**src/rtl/lp_pkg.sv**
```systemverilog
package lp_pkg;
  typedef enum logic {
    PH_EVAL      = 1'b0,
    PH_PRECHARGE = 1'b1
  } lp_phase_e;

  localparam logic [1:0] DR_SPACER = 2'b00;
  localparam logic [1:0] DR_ZERO   = 2'b01;
  localparam logic [1:0] DR_ONE    = 2'b10;
  localparam logic [1:0] DR_BAD    = 2'b11;
endpackage

```
**src/rtl/lp_code_check.sv**
```systemverilog
module lp_code_check
  import lp_pkg::*;
#(
  parameter int BITS = 4
) (
  input  logic [2*BITS-1:0] rails,
  output logic              all_valid,
  output logic              all_spacer
);
  logic [BITS-1:0] pair_ok;
  logic [BITS-1:0] pair_sp;

  for (genvar g = 0; g < BITS; g++) begin : g_pair
    assign pair_ok[g] = (rails[2*g+1 -: 2] == DR_ZERO) || (rails[2*g+1 -: 2] == DR_ONE);
    assign pair_sp[g] = (rails[2*g+1 -: 2] == DR_SPACER);
  end

  assign all_valid  = &pair_ok;
  assign all_spacer = &pair_sp;
endmodule

```
**src/rtl/lp_in_guard.sv**
```systemverilog
module lp_in_guard
  import lp_pkg::*;
#(
  parameter int BITS = 4
) (
  input  logic              clk,
  input  logic              rst_n,
  input  logic              in_valid,
  input  logic [2*BITS-1:0] in_rails,
  output logic              word_ok,
  output logic              word_spacer,
  output logic              err
);
  logic            all_valid;
  logic            all_spacer;
  logic [BITS-1:0] pair_bad;
  logic            err_q;
  logic            err_set;

  lp_code_check #(.BITS(BITS)) u_code (
    .rails      (in_rails),
    .all_valid  (all_valid),
    .all_spacer (all_spacer)
  );

  for (genvar g = 0; g < BITS; g++) begin : g_bad
    assign pair_bad[g] = (in_rails[2*g+1 -: 2] == DR_BAD);
  end

  always_comb begin
    word_ok     = in_valid && all_valid;
    word_spacer = !in_valid || all_spacer;
    err_set     = in_valid && (|pair_bad) && !err_q;
  end

  always_ff @(posedge clk or negedge rst_n) begin
    if (!rst_n) begin
      err_q <= 1'b0;
    end else if (err_set) begin
      err_q <= 1'b1;
    end
  end

  assign err = err_q;
endmodule

```
**src/rtl/lp_stage.sv**
```systemverilog
module lp_stage
  import lp_pkg::*;
#(
  parameter int BITS = 4
) (
  input  logic              clk,
  input  logic              rst_n,
  input  logic [2*BITS-1:0] in_rails,
  input  logic              in_done,
  input  logic              in_spacer,
  input  logic              succ_done,
  input  logic              look_done,
  output logic [2*BITS-1:0] out_rails,
  output logic              out_done,
  output logic              out_pc,
  output logic              take
);
  localparam int RW = 2 * BITS;

  lp_phase_e     phase_q, phase_d;
  logic [RW-1:0] rails_q, rails_d;
  logic          done_q, done_d;
  logic          armed_q, armed_d;
  logic          sent_q, sent_d;
  logic          go_pc, leave_pc;
  logic          nxt_valid, nxt_spacer;

  lp_code_check #(.BITS(BITS)) u_next (
    .rails      (rails_d),
    .all_valid  (nxt_valid),
    .all_spacer (nxt_spacer)
  );

  always_comb begin
    go_pc    = (phase_q == PH_EVAL) && done_q && succ_done && sent_q;
    leave_pc = (phase_q == PH_PRECHARGE) && (look_done || !succ_done);
    take     = (phase_q == PH_EVAL) && !done_q && armed_q && in_done;

    phase_d = phase_q;
    if (go_pc)         phase_d = PH_PRECHARGE;
    else if (leave_pc) phase_d = PH_EVAL;

    rails_d = rails_q;
    if (go_pc)     rails_d = '0;
    else if (take) rails_d = in_rails;

    armed_d = take ? 1'b0 : (armed_q || in_spacer);

    if (take) sent_d = !succ_done;
    else      sent_d = sent_q || ((phase_q == PH_EVAL) && done_q && !succ_done);

    if (nxt_valid)       done_d = 1'b1;
    else if (nxt_spacer) done_d = 1'b0;
    else                 done_d = done_q;
  end

  always_ff @(posedge clk or negedge rst_n) begin
    if (!rst_n) begin
      phase_q <= PH_PRECHARGE;
      rails_q <= '0;
      done_q  <= 1'b0;
      armed_q <= 1'b0;
      sent_q  <= 1'b0;
    end else begin
      if (go_pc || leave_pc) phase_q <= phase_d;
      if (go_pc || take)     rails_q <= rails_d;
      done_q  <= done_d;
      armed_q <= armed_d;
      sent_q  <= sent_d;
    end
  end

  assign out_rails = rails_q;
  assign out_done  = done_q;
  assign out_pc    = (phase_q == PH_PRECHARGE);
endmodule

```
**src/rtl/lp_pipe.sv**
```systemverilog
module lp_pipe #(
  parameter int STAGES = 4,
  parameter int BITS   = 4
) (
  input  logic              clk,
  input  logic              rst_n,
  input  logic              in_valid,
  input  logic [2*BITS-1:0] in_rails,
  output logic              in_accept,
  output logic [2*BITS-1:0] out_rails,
  output logic              out_valid,
  input  logic              out_ack,
  output logic              code_err,
  output logic [STAGES-1:0] stage_pc,
  output logic [STAGES-1:0] stage_done
);
  localparam int RW = 2 * BITS;

  logic [1:0]        rst_pipe;
  logic              rst_ns;
  logic [RW-1:0]     stage_rails [STAGES];
  logic [STAGES+1:0] done_ext;
  logic [STAGES-1:0] take_v;
  logic              word_ok;
  logic              word_spacer;

  always_ff @(posedge clk or negedge rst_n) begin
    if (!rst_n) rst_pipe <= 2'b00;
    else        rst_pipe <= {rst_pipe[0], 1'b1};
  end
  assign rst_ns = rst_pipe[1];

  assign done_ext = {1'b1, out_ack, stage_done};

  lp_in_guard #(.BITS(BITS)) u_guard (
    .clk         (clk),
    .rst_n       (rst_ns),
    .in_valid    (in_valid),
    .in_rails    (in_rails),
    .word_ok     (word_ok),
    .word_spacer (word_spacer),
    .err         (code_err)
  );

  for (genvar i = 0; i < STAGES; i++) begin : g_stage
    if (i == 0) begin : g_head
      lp_stage #(.BITS(BITS)) u_stage (
        .clk       (clk),
        .rst_n     (rst_ns),
        .in_rails  (in_rails),
        .in_done   (word_ok),
        .in_spacer (word_spacer),
        .succ_done (done_ext[i+1]),
        .look_done (done_ext[i+2]),
        .out_rails (stage_rails[i]),
        .out_done  (stage_done[i]),
        .out_pc    (stage_pc[i]),
        .take      (take_v[i])
      );
    end else begin : g_body
      lp_stage #(.BITS(BITS)) u_stage (
        .clk       (clk),
        .rst_n     (rst_ns),
        .in_rails  (stage_rails[i-1]),
        .in_done   (stage_done[i-1]),
        .in_spacer (!stage_done[i-1]),
        .succ_done (done_ext[i+1]),
        .look_done (done_ext[i+2]),
        .out_rails (stage_rails[i]),
        .out_done  (stage_done[i]),
        .out_pc    (stage_pc[i]),
        .take      (take_v[i])
      );
    end
  end

  assign in_accept = take_v[0];
  assign out_rails = stage_rails[STAGES-1];
  assign out_valid = stage_done[STAGES-1];
endmodule

```
**config.mk**
```make
export PLATFORM = sky130hd
export DESIGN_NAME = lp_pipe
export DESIGN_NICKNAME = d
export VERILOG_FILES = /design/src/rtl/lp_pkg.sv /design/src/rtl/lp_code_check.sv /design/src/rtl/lp_in_guard.sv /design/src/rtl/lp_stage.sv /design/src/rtl/lp_pipe.sv
export SDC_FILE = /design/constraint.sdc
export NUM_CORES = 1
export LEC_CHECK = 0
export BUFFER_PORTS_ARGS = -buffer_cell sky130_fd_sc_hd__buf_2
export CAP_MARGIN = 20
export CORE_MARGIN = 2
export CORE_UTILIZATION = 25
export DETAILED_ROUTE_END_ITERATION = 7
export PLACE_DENSITY = 0.46
export SYNTH_ARGS = -nofsm -noshare
export SYNTH_HDL_FRONTEND = slang
export SYNTH_SLANG_ARGS = --single-unit
export TNS_END_PERCENT = 50
```
**constraint.sdc**
```tcl
create_clock -name clk -period 4.1 [get_ports clk]
set_input_delay 0.205 -clock clk [delete_from_list [all_inputs] [get_ports clk]]
set_output_delay 0.205 -clock clk [all_outputs]
set_load 0.005 [all_outputs]
```
==> results by group <==
Drt
  – 1st-iter DRT viols: 105
  – Routed Antenna Nets: 0
  – # DRC: 0
  – Vias per cell: 4.791
  – Via count: 1,974
  – Post-Route WL: 5419 um
  – Average wire per standard cell: 13.15 um
  – First-pass iteration count of the detailed router: 4

Setup path
  – FF-to-FF Start: g_stage[2].g_body.u_stage.out_done$_DFFE_PN0P_
  – CP Class: register to register
  – Crit path launch: g_stage[2].g_body.u_stage.out_done$_DFFE_PN0P_
  – Cell family with most CP delay: compound AO/OA/AOI/OAI gates
  – Crit path capture type: register
  – CP max FO: 16
  – Crit path cell chain: and3b_1 > o21ai_1 > a22oi_1 > ha_1 > nand4_1 > nand2_1
  – Slowest Stage Delay on Critical Path: 780 ps
  – Worst EP arrival: 2570 ps
  – Critical path required time: 4310 ps
  – Slowest cell on crit path: o21ai_1
  – Startpoint Class: register
  – Buf+Inv Stages, Crit Path: 0

STA
  – Final Critical Period: 2366 ps
  – Final setup fails: 0
  – Clk_skew: 6.991 ps
  – Fmax: 422.7 MHz
  – Final Hold Violating Endpoints: 0
  – Worst-Margin Slew: 1009 ps
  – Setup TNS Final: 0 ps
  – Final max-slew violation count: 0
  – Slew margin rel.: 0.3227
  – Hold WS: 113.1 ps
  – Final Cycle Share: 0.5770
  – RSZ-0062 raised after global routing: no

Floorplan
  – Core Area: 10,890 sq um
  – Io pins: 31
  – Starting density of the core: 0.2563
  – Std-Cell Rows: 38
  – Die area: 12,020 sq um
  – Die Wd: 109.6 um
  – Chip Height: 109.6 um

Logic synthesis
  – Largest cells by area after synthesis: dfrtp_1 (42%), ha_1 (11%), a22o_1 (7.5%)
  – Number of synthesized flops with an enable pin: 0
  – Yosys warns: 0
  – Netlist Area Pre-Place: 2790 sq um
  – Count leader, synth: dfrtp_1
  – Sequential fraction of the synthesis area: 0.4592
  – Top-area cell type share of the netlist area: 0.4215
  – Top cell type by total area after synthesis: dfrtp_1
  – Avg Inst Size Synth: 11.07 sq um
  – Synthesized net count: 288
  – Post-synth ARST share: 1.000
  – Commonest cells post-synth: dfrtp_1 (47), a22oi_1 (25), a22o_1 (24), ha_1 (24), nand2_1 (20)
  – Mapped Cells: 252
  – Ys flop type: dfrtp_1
  – Number of synthesized register bits: 51
  – Post-synthesis cell type count: 36

Run status
  – Outcome: finished clean

Placement
  – Placer Congestion: 0.7557
  – Cells after DPL: 403
  – HPWL after DPL: 4024 um
  – I/O Buffers: 30

Global route
  – First-pass GRT wire length: 9370 um
  – Vias in the first global route: 1,906
  – Antenna violations before repair: 0
  – GRT Util Overall: 0.09846
  – Pin count of the biggest net entering global routing: 50
  – GRT overflow: 0

Finish
  – Final-stage net count: 307
  – Final std cells w/o fill: 412
  – Antenna Cells: 0
  – Share of cells above drive strength 1: 0.2169
  – Area Overhead vs Synth: 11.70%

Power and ir drop
  – Pwr dens: 650.1 nW/um^2
  – Maximum VDD drop: 0.2074 mV
  – LEAKAGE: 1.533 nW
  – Power after layout: 0.002026 W

Hold path
  – HP Start: out_ack
  – Hold Crit Class: input port to register

Clock network
  – Clock-pin slew of the registers on the worst-case setup and hold paths: 100 ps
  – Skew-Pair Late Insertion Delay: 300 ps
  – CTS tree: built
  – CTS Buf Count: 5
  – # Post-CTS Setup Buffers: 0
  – Clock Root Buffer: clkbuf_8
  – H-tree depth: 2
  – CTS max path bufs: 2
  – Clock Sinks: 51

Run
  – Max-cap viol count: 0
-- logic make-up after synthesis --
family,after synthesis,synth area share
other,1,0.001344
flip-flops,51,0.4592
adder cells (fa/ha/maj),24,0.1076
multiplexers,16,0.06233
AND/OR/NAND/NOR,50,0.1058
buffers and inverters,42,0.08206
AO/OA/AOI/OAI,68,0.1816
-- where the power goes --
group / total, W / internal, W / switching, W
combinational: 0.000815 / 0.000416 / 0.000399
sequential: 0.000899 / 0.000685 / 0.000213
clock: 0.000313 / 0.000138 / 0.000175
total: 0.00203 / 0.00124 / 0.000787
-- worst paths after layout --
| check | end | slack (ps) | depth (start not counted) |
|---|---|---|---|
| max | g_stage[2].g_body.u_stage.out_done$_DFFE_PN0P_ | 1730 | 6 |
| min | g_stage[3].g_body.u_stage.sent_q$_DFF_PN0_ | 110 | 2 |
| max reg2reg | g_stage[2].g_body.u_stage.out_done$_DFFE_PN0P_ | 1730 | 6 |
| min reg2reg | g_stage[3].g_body.u_stage.sent_q$_DFF_PN0_ | 360 | 1 |
| max in group asynchronous | g_stage[1].g_body.u_stage.out_done$_DFFE_PN0P_ | 3290 | 1 |
| min in group asynchronous | rst_pipe[1]$_DFF_PN0_ | 200 | 2 |
-- cell type report --
| type | count | area, sq um |
|---|---|---|
| multi-input cells | 159 | 1299 |
| fillers | 1148 | 7771 |
| inverters | 19 | 71.32 |
| clock inverters | 2 | 16.27 |
| flip-flops and latches | 51 | 1282 |
| repair buffers | 35 | 190.2 |
| well taps | 140 | 175.2 |
| clock buffers | 6 | 82.58 |
-- routing by layer --
metal  wire, um  part of all wire  GRT usage
met5          0                 0          0
met4         23            0.0042    0.01899
met1       2705              0.50     0.1312
met2       2483              0.46     0.1645
met3        206             0.038    0.02193
-- state kept, by name, summed over array words and instances, names as in the netlist --
signal	flops
g_stage.g_head.u_stage.out_rails	8
g_stage.g_body.u_stage.sent_q	3
g_stage.g_head.u_stage.out_done	1
g_stage.g_body.u_stage.armed_q	3
g_stage.g_head.u_stage.armed_q	1
g_stage.g_head.u_stage.out_pc	1
g_stage.g_head.u_stage.sent_q	1
g_stage.g_body.u_stage.out_rails	24
g_stage.g_body.u_stage.out_done	3
g_stage.g_body.u_stage.out_pc	3
u_guard.err	1
rst_pipe	2
-- what timing repair did --
item,4_1_cts,5_1_grt
hold buffers,1,0
endpoints found under the hold margin,2,0
gates resized for setup,0,0
-- layout by cell type (no fill, tap or decap), drive strengths merged, types with 4 or more instances in the layout --
master	count
inv	19
dfrtp	47
mux2	8
nand4	9
buf	34
a22o	24
a22oi	25
dfstp	4
nand2	20
o21ai	7
clkbuf	6
mux2i	8
ha	24
a21oi	6
-- through the flow --
stage / worst slack (ps) / utilization / cell area (sq um)
2_1_floorplan: 1984 / - / 2790
3_3_place_gp: 1783 / 0.2763 / 3008
3_5_place_dp: 1770 / 0.2763 / 3008
4_1_cts: 1755 / 0.2863 / 3117
5_1_grt: 1478 / 0.2863 / 3117
6_report: 1734 / 0.2863 / 3117
(Power assumes the default switching activity.)
